$ cat config.mk
export PLATFORM = sky130hd
export DESIGN_NAME = alt_master_acq
export DESIGN_NICKNAME = d
export VERILOG_FILES = /design/src/rtl/alt_master_acq_pkg.sv /design/src/rtl/acq_sync.sv /design/src/rtl/acq_free_check.sv /design/src/rtl/acq_fsm.sv /design/src/rtl/alt_master_acq.sv
export SDC_FILE = /design/constraint.sdc
export NUM_CORES = 1
export LEC_CHECK = 0
export BUFFER_PORTS_ARGS = -buffer_cell sky130_fd_sc_hd__buf_2
export CAP_MARGIN = 20
export CELL_PAD_IN_SITES_DETAIL_PLACEMENT = 1
export CELL_PAD_IN_SITES_GLOBAL_PLACEMENT = 2
export CORE_MARGIN = 5
export CORE_UTILIZATION = 32
export DETAILED_ROUTE_END_ITERATION = 12
export PLACE_DENSITY_LB_ADDON = 0.08
export SLEW_MARGIN = 30
export SYNTH_ARGS = -nofsm -noshare
export SYNTH_HDL_FRONTEND = slang
export SYNTH_SLANG_ARGS = --single-unit
$ cat constraint.sdc
create_clock -name clk_i -period 3 [get_ports clk_i]
set_input_delay 0.15 -clock clk_i [delete_from_list [all_inputs] [get_ports clk_i]]
set_output_delay 0.15 -clock clk_i [all_outputs]
set_load 0.02 [all_outputs]
$ cat src/rtl/alt_master_acq_pkg.sv
package alt_master_acq_pkg;
  typedef enum logic [2:0] {
    ST_IDLE,
    ST_REQUEST,
    ST_WAIT_FREE,
    ST_OWNER,
    ST_RELEASE
  } acq_state_e;
endpackage

$ cat src/rtl/acq_sync.sv
module acq_sync #(
  parameter int WIDTH  = 4,
  parameter int STAGES = 2
) (
  input  logic             clk_i,
  input  logic             rst_ni,
  input  logic [WIDTH-1:0] d_i,
  output logic [WIDTH-1:0] q_o
);
  logic [WIDTH-1:0] stage_q [STAGES];

  for (genvar s = 0; s < STAGES; s++) begin : g_stage
    always_ff @(posedge clk_i or negedge rst_ni) begin
      if (!rst_ni) stage_q[s] <= '0;
      else if (s == 0) stage_q[s] <= d_i;
      else stage_q[s] <= stage_q[(s > 0) ? s-1 : 0];
    end
  end

  assign q_o = stage_q[STAGES-1];
endmodule

$ cat src/rtl/acq_free_check.sv
module acq_free_check (
  input  logic strobe_i,
  input  logic dack_i,
  input  logic gack_i,
  input  logic use_dack_i,
  output logic free_o
);
  logic dack_busy;
  assign dack_busy = use_dack_i & dack_i;
  assign free_o    = ~strobe_i & ~gack_i & ~dack_busy;
endmodule

$ cat src/rtl/acq_fsm.sv
module acq_fsm
  import alt_master_acq_pkg::*;
(
  input  logic clk_i,
  input  logic rst_ni,
  input  logic need_bus_i,
  input  logic xfer_done_i,
  input  logic grant_s_i,
  input  logic strobe_s_i,
  input  logic bus_free_i,
  output logic bus_req_o,
  output logic gack_drive_o,
  output logic owner_o
);
  acq_state_e state_q, state_d;

  always_comb begin
    state_d = state_q;
    unique case (state_q)
      ST_IDLE:      if (need_bus_i) state_d = ST_REQUEST;
      ST_REQUEST:   if (grant_s_i) state_d = ST_WAIT_FREE;
      ST_WAIT_FREE: if (!grant_s_i) state_d = ST_REQUEST;
                    else if (bus_free_i) state_d = ST_OWNER;
      ST_OWNER:     if (xfer_done_i) state_d = ST_RELEASE;
      ST_RELEASE:   state_d = ST_IDLE;
      default:      state_d = ST_IDLE;
    endcase
  end

  always_ff @(posedge clk_i or negedge rst_ni) begin
    if (!rst_ni) state_q <= ST_IDLE;
    else         state_q <= state_d;
  end

  assign bus_req_o    = (state_q == ST_REQUEST) || (state_q == ST_WAIT_FREE);
  assign owner_o      = (state_q == ST_OWNER);
  assign gack_drive_o = (state_q == ST_OWNER);

  // ownership never starts while the strobe is seen busy
  assert_no_take_on_strobe_R4: assert property (@(posedge clk_i) disable iff (!rst_ni)
    (!owner_o && strobe_s_i) |=> !owner_o);
  assert_owner_drops_req_R7: assert property (@(posedge clk_i) disable iff (!rst_ni)
    owner_o |-> (gack_drive_o && !bus_req_o));
  assert_hold_owner_R8: assert property (@(posedge clk_i) disable iff (!rst_ni)
    (owner_o && !xfer_done_i) |=> owner_o);
  assert_release_one_clk_R9: assert property (@(posedge clk_i) disable iff (!rst_ni)
    (owner_o && xfer_done_i) |=> (!gack_drive_o && !bus_req_o));
  assert_no_take_without_grant_R10: assert property (@(posedge clk_i) disable iff (!rst_ni)
    (!owner_o && !grant_s_i) |=> !owner_o);
  assert_req_held_R2: assert property (@(posedge clk_i) disable iff (!rst_ni)
    (bus_req_o && !bus_free_i) |=> bus_req_o);
endmodule

$ cat src/rtl/alt_master_acq.sv
module alt_master_acq #(
  parameter int SYNC_STAGES = 2
) (
  input  logic clk_i,
  input  logic rst_ni,
  input  logic need_bus_i,
  input  logic xfer_done_i,
  input  logic use_dack_i,
  input  logic grant_i,
  input  logic strobe_i,
  input  logic dack_i,
  input  logic gack_i,
  output logic bus_req_o,
  output logic gack_drive_o,
  output logic owner_o
);
  localparam int NUM_IN = 4;

  logic [NUM_IN-1:0] raw_in, sync_in;
  logic grant_s, strobe_s, dack_s, gack_s, bus_free;

  assign raw_in = {grant_i, strobe_i, dack_i, gack_i};

  acq_sync #(.WIDTH(NUM_IN), .STAGES(SYNC_STAGES)) u_sync (
    .clk_i  (clk_i),
    .rst_ni (rst_ni),
    .d_i    (raw_in),
    .q_o    (sync_in)
  );

  assign {grant_s, strobe_s, dack_s, gack_s} = sync_in;

  acq_free_check u_free (
    .strobe_i   (strobe_s),
    .dack_i     (dack_s),
    .gack_i     (gack_s),
    .use_dack_i (use_dack_i),
    .free_o     (bus_free)
  );

  acq_fsm u_fsm (
    .clk_i        (clk_i),
    .rst_ni       (rst_ni),
    .need_bus_i   (need_bus_i),
    .xfer_done_i  (xfer_done_i),
    .grant_s_i    (grant_s),
    .strobe_s_i   (strobe_s),
    .bus_free_i   (bus_free),
    .bus_req_o    (bus_req_o),
    .gack_drive_o (gack_drive_o),
    .owner_o      (owner_o)
  );

  // another master's acknowledge blocks takeover
  assert_no_take_on_gack_R5: assert property (@(posedge clk_i) disable iff (!rst_ni)
    (!owner_o && gack_s) |=> !owner_o);
  assert_dack_blocks_R6: assert property (@(posedge clk_i) disable iff (!rst_ni)
    (!owner_o && use_dack_i && dack_s) |=> !owner_o);
endmodule

==> After elaboration in Yosys (flattened, before gate mapping) <==
Index checks and enable logic that the tools add are counted.
{ "totals": {"ram_bits": 0, "romBits": 0, "latch_bits": 0, "elab_cells": 25, "in_bits": 9, "out_inout_bits": 3, "memories": 0, "ff_bits": 11} }
{ "op_classes": {"n_mux": 6, "add_sub_neg": 0, "reduce_logical": 3, "mul": 0, "magnitude_cmp": 0, "shifts": 0, "n_eq_ne": 7, "n_div": 0, "n_bitwise": 6} }
{ "op_table": {"columns": ["cell", "n"], "rows": [
  ["2-to-1 mux 3 bit", 5],
  ["one-hot mux 3 bit (4 select lines)", 1],
  ["equality test 3 x 2 -> 1 bit (second input constant)", 2],
  ["inequality test 2 bit (second input constant)", 3],
  ["AND reduction 4 bit", 1],
  ["AND 1 bit", 3],
  ["equality test 3 x 1 -> 1 bit (second input constant)", 1],
  ["zero test 3 bit", 1],
  ["inequality test 3 bit (second input constant)", 1],
  ["NOT 1 bit", 3],
  ["logical OR 1 bit", 1]
]} }

==> Longest topological paths before layout <==
{ "depth": {"word_depth": 6, "depth_mapped": 4, "mapped_depth_nobuf": 3} }

==> Cells and area by module <==
Synthesis repeated with hierarchy kept, for this count alone.
{ "unflattened": {"hier_cells": 33, "area_unflattened_um2": 416.6} }
{ "modules_own_cells": {"columns": ["mod", "instances", "seq_area_each_um2", "cells_per_inst", "area_each_um2"], "rows": [
  ["acq_sync", 1, 200.2, 12, 230.2],
  ["acq_fsm", 1, 75.1, 20, 173.9],
  ["acq_free_check", 1, 0.0, 1, 12.5]
]} }

==> Least setup slack after synthesis <==
Ideal clock, no wire load.
{ "synth_path": {"kind": "register to output", "start": "register u_fsm.state_q[2]", "end": "output owner_o", "path_stages_with_launch": 4, "arrival_time_ns": 1.033, "required_time_ns": 2.850, "slack_ns": 1.817, "cell_sequence": "dfrtp_1 > and2b_1 > and2_1 > buf_4"} }
{ "synth_via": {"elab_chain_len": 1} }
{ "synth_lines": {"columns": ["element", "line", "rtl"], "rows": [
  ["start, declared", "acq_fsm.sv:15", "acq_state_e state_q, state_d;"],
  ["start signal, assigned", "acq_fsm.sv:32", "else state_q <= state_d;"],
  ["equality test 3 x 2 -> 1 bit", null, null],
  ["end, declared", "alt_master_acq.sv:15", "output logic owner_o"]
]} }
Every way passes these cells.

==> Worst setup path after layout <==
{ "layout_path": {"start": "register u_fsm.state_q[0]", "end": "output gack_drive_o"} }
{ "layout_via": {"elab_chain_len": 1} }
{ "layout_lines": {"columns": ["element", "line", "rtl"], "rows": [
  ["equality test 3 x 2 -> 1 bit", "acq_fsm.sv:37", "assign gack_drive_o = (state_q == ST_OWNER);"],
  ["end, declared", "alt_master_acq.sv:14", "output logic gack_drive_o,"]
]} }
Every way passes these cells.

==> summary.md <==
| Metric | Value |
|---|---|
| Initial antenna violation count | 0 |
| Main synth FF type | dfrtp_1 |
| Yosys cell types | 21 |
| Fill count | 147 |
| Required @ worst endpoint | 2.85 ns |
| Cell area power density | 802 nW/µm² |
| Syn nets | 42 |
| Worst rel slew slack | 81.0% |
| Avg Cell Area, Syn | 13.0 µm² |
| I/O pins | 12 |
| Total CTS buffers | 3 |
| CTS tree | yes |
| Placed wire-length estimate | 575 µm |
| Remaining antenna violation count | 0 |
| Synth top area share | 64.1% |
| Synth warnings | 0 |
| Root Buffer | clkbuf_4 |
| Leading post-synthesis cells by cell area | dfrtp_1, nand2b_1, o22ai_1 |
| Mapped Cells | 33 |
| First-pass GRT wire length | 1390 µm |
| Area Overhead vs Synth | 30.6% |
| Placer Congestion | 0.726 |
| Most frequent cells in the layout | buf_2, dfrtp_1, dlygate4sd3_1, clkbuf_4 |
| Std-Cell Rows | 13 |
| Post-synth EDFFs | 0 |
| Kind of critical path | reg2out |
| PortBufs | 11 |
| HP Start | xfer_done_i |
| Clock Skew | 0.00167 ns |
| Final Cycle Share | 46.2% |
| CTS sink count | 11 |
| Clock Latency Late Sink | 0.25 ns |
| Power, Total | 0.000449 W |
| Vias | 315 |
| H-tree depth | 1 |
| All-Layer GR Usage | 9.42% |
| DRC Markers | 0 |
| CP Launch Point | u_fsm.state_q[0] |
| Initial core utilization | 33.4% |
| Post-CTS resize count | 0 |
| Routed wire length | 776 µm |
| DR iter-0 viols | 0 |
| CTS max path bufs | 2 |
| Width of the die | 46.6 µm |
| Outcome | completed |
| DR WL/cell | 11.8 µm |
| Placeable Area | 1280 µm² |
| Post-CTS Setup Bufs | 0 |
| Setup TNS | 0 ns |
| CP Capture Type | primary output |
| Crit path launch type | flop |
| Die area | 2170 µm² |
| Dominant cell type by area after synthesis | dfrtp_1 |
| Share of cells above drive strength 1 | 31.4% |
| Leakage power total | 0.261 nW |
| Slew @ Worst Pin | 0.285 ns |
| VDD IR max | 0.420 mV |
| Flops & latches, synth | 11 |
| Cell area after synthesis | 429 µm² |
| Vias/cell | 4.77 |
| DP Area | 484 µm² |
| Arr. time, crit path | 1.24 ns |
| Grt total ovfl | 0 |
| Die height | 46.6 µm |
| Final min period | 1.39 ns |
| Reg2reg start | u_fsm.state_q[0] |
| Asr flop ratio synth | 100% |
| Setup Viol. Count Final | 0 |
| Crit-path max FO | 7 |
| Antenna diodes | 0 |
| Register area share after synthesis | 64.1% |
| F_max | 721 MHz |
| Final Hold Fails | 0 |
| First-pass detailed-route iteration total | 1 |
| RSZ-0062 raised after global routing | false |
| Max Cap Viol | 0 |
| Final core occ | 43.6% |
| Nets | 61 |
| Slew Limit Fails | 0 |
| Largest net degree at the start of global routing | 12 |
| Design area | 561 µm² |
| Hold Crit Class | in2reg |
| Number of global-route vias before repair | 342 |
| Clock-pin slew on the worst setup and hold paths | 0.06 ns |
| Hold-fix buffers, CTS | 5 |
==> synth_stat cells, drive strengths merged (2+ instances only) <==
cell type,count
nand2b,2
dfrtp,11
o22ai,2
buf,2
==> flip-flops by register name (all words and copies together), names as in the netlist <==
register	cells
u_sync.q_o	4
u_fsm.state_q	3
u_sync.stage_q	4
==> critical path, cell delays in order (launching register included) <==
cell,delay (ns)
dfrtp_1,0.45
and2b_1,0.21
and2_1,0.16
buf_2,0.15
==> report_power, final <==
group | total (W) | switching [W] | internal (W)
Combinational | 0.000156 | 0.0000811 | 0.0000747
Clock | 0.0000927 | 0.0000415 | 0.0000512
Sequential | 0.000201 | 0.0000320 | 0.000169
==> path summary, 6_finish.rpt <==
| check | end | slack [ns] | depth (start not counted) |
|---|---|---|---|
| min reg2reg | u_sync.q_o[2] | 0.35 | 0 |
| max in group asynchronous | u_fsm.state_q[1] | 2.53 | 2 |
| max | gack_drive_o | 1.61 | 3 |
| min in group asynchronous | u_sync.stage_q[5] | 0.28 | 2 |
| min | u_fsm.state_q[2] | 0.20 | 2 |
| max reg2reg | u_fsm.state_q[1] | 1.80 | 3 |
==> cell families after synthesis <==
group	after synthesis	share of synthesized area (%)
buf+inv	3	5.25
xor+xnor	1	2.04
simple gates	10	14.9
flops	11	64.1
compound gates	8	13.7
==> metrics by stage <==
stage	hold WS (ns)	setup slack (ns)	instances
2_1_floorplan	-0.146	1.82	33
3_3_place_gp	0.0237	1.84	57
3_5_place_dp	0.0255	1.80	57
4_1_cts	0.192	1.60	66
5_1_grt	0.193	1.56	66
6_report	0.201	1.61	66
==> layer usage <==
layer | part of all wire (%) | track usage, % | wire (µm)
met5 | 0 | 0 | 0
met4 | 0 | 6.63 | 0
met3 | 9.4 | 2.73 | 73
met2 | 49 | 14.6 | 380
met1 | 41 | 11.1 | 322
==> layout make-up <==
type                            count  area, µm²  area share (%)
Tap cell                           15       18.8            3.35
Clock buffer                        4       26.3            4.69
Multi-Input combinational cell     19        131            23.4
Timing Repair Buffer               16        105            18.8
Sequential cell                    11        275            49.1
Inverter                            1       3.75           0.670
No activity file was read; power rests on OpenSTA's default activity.
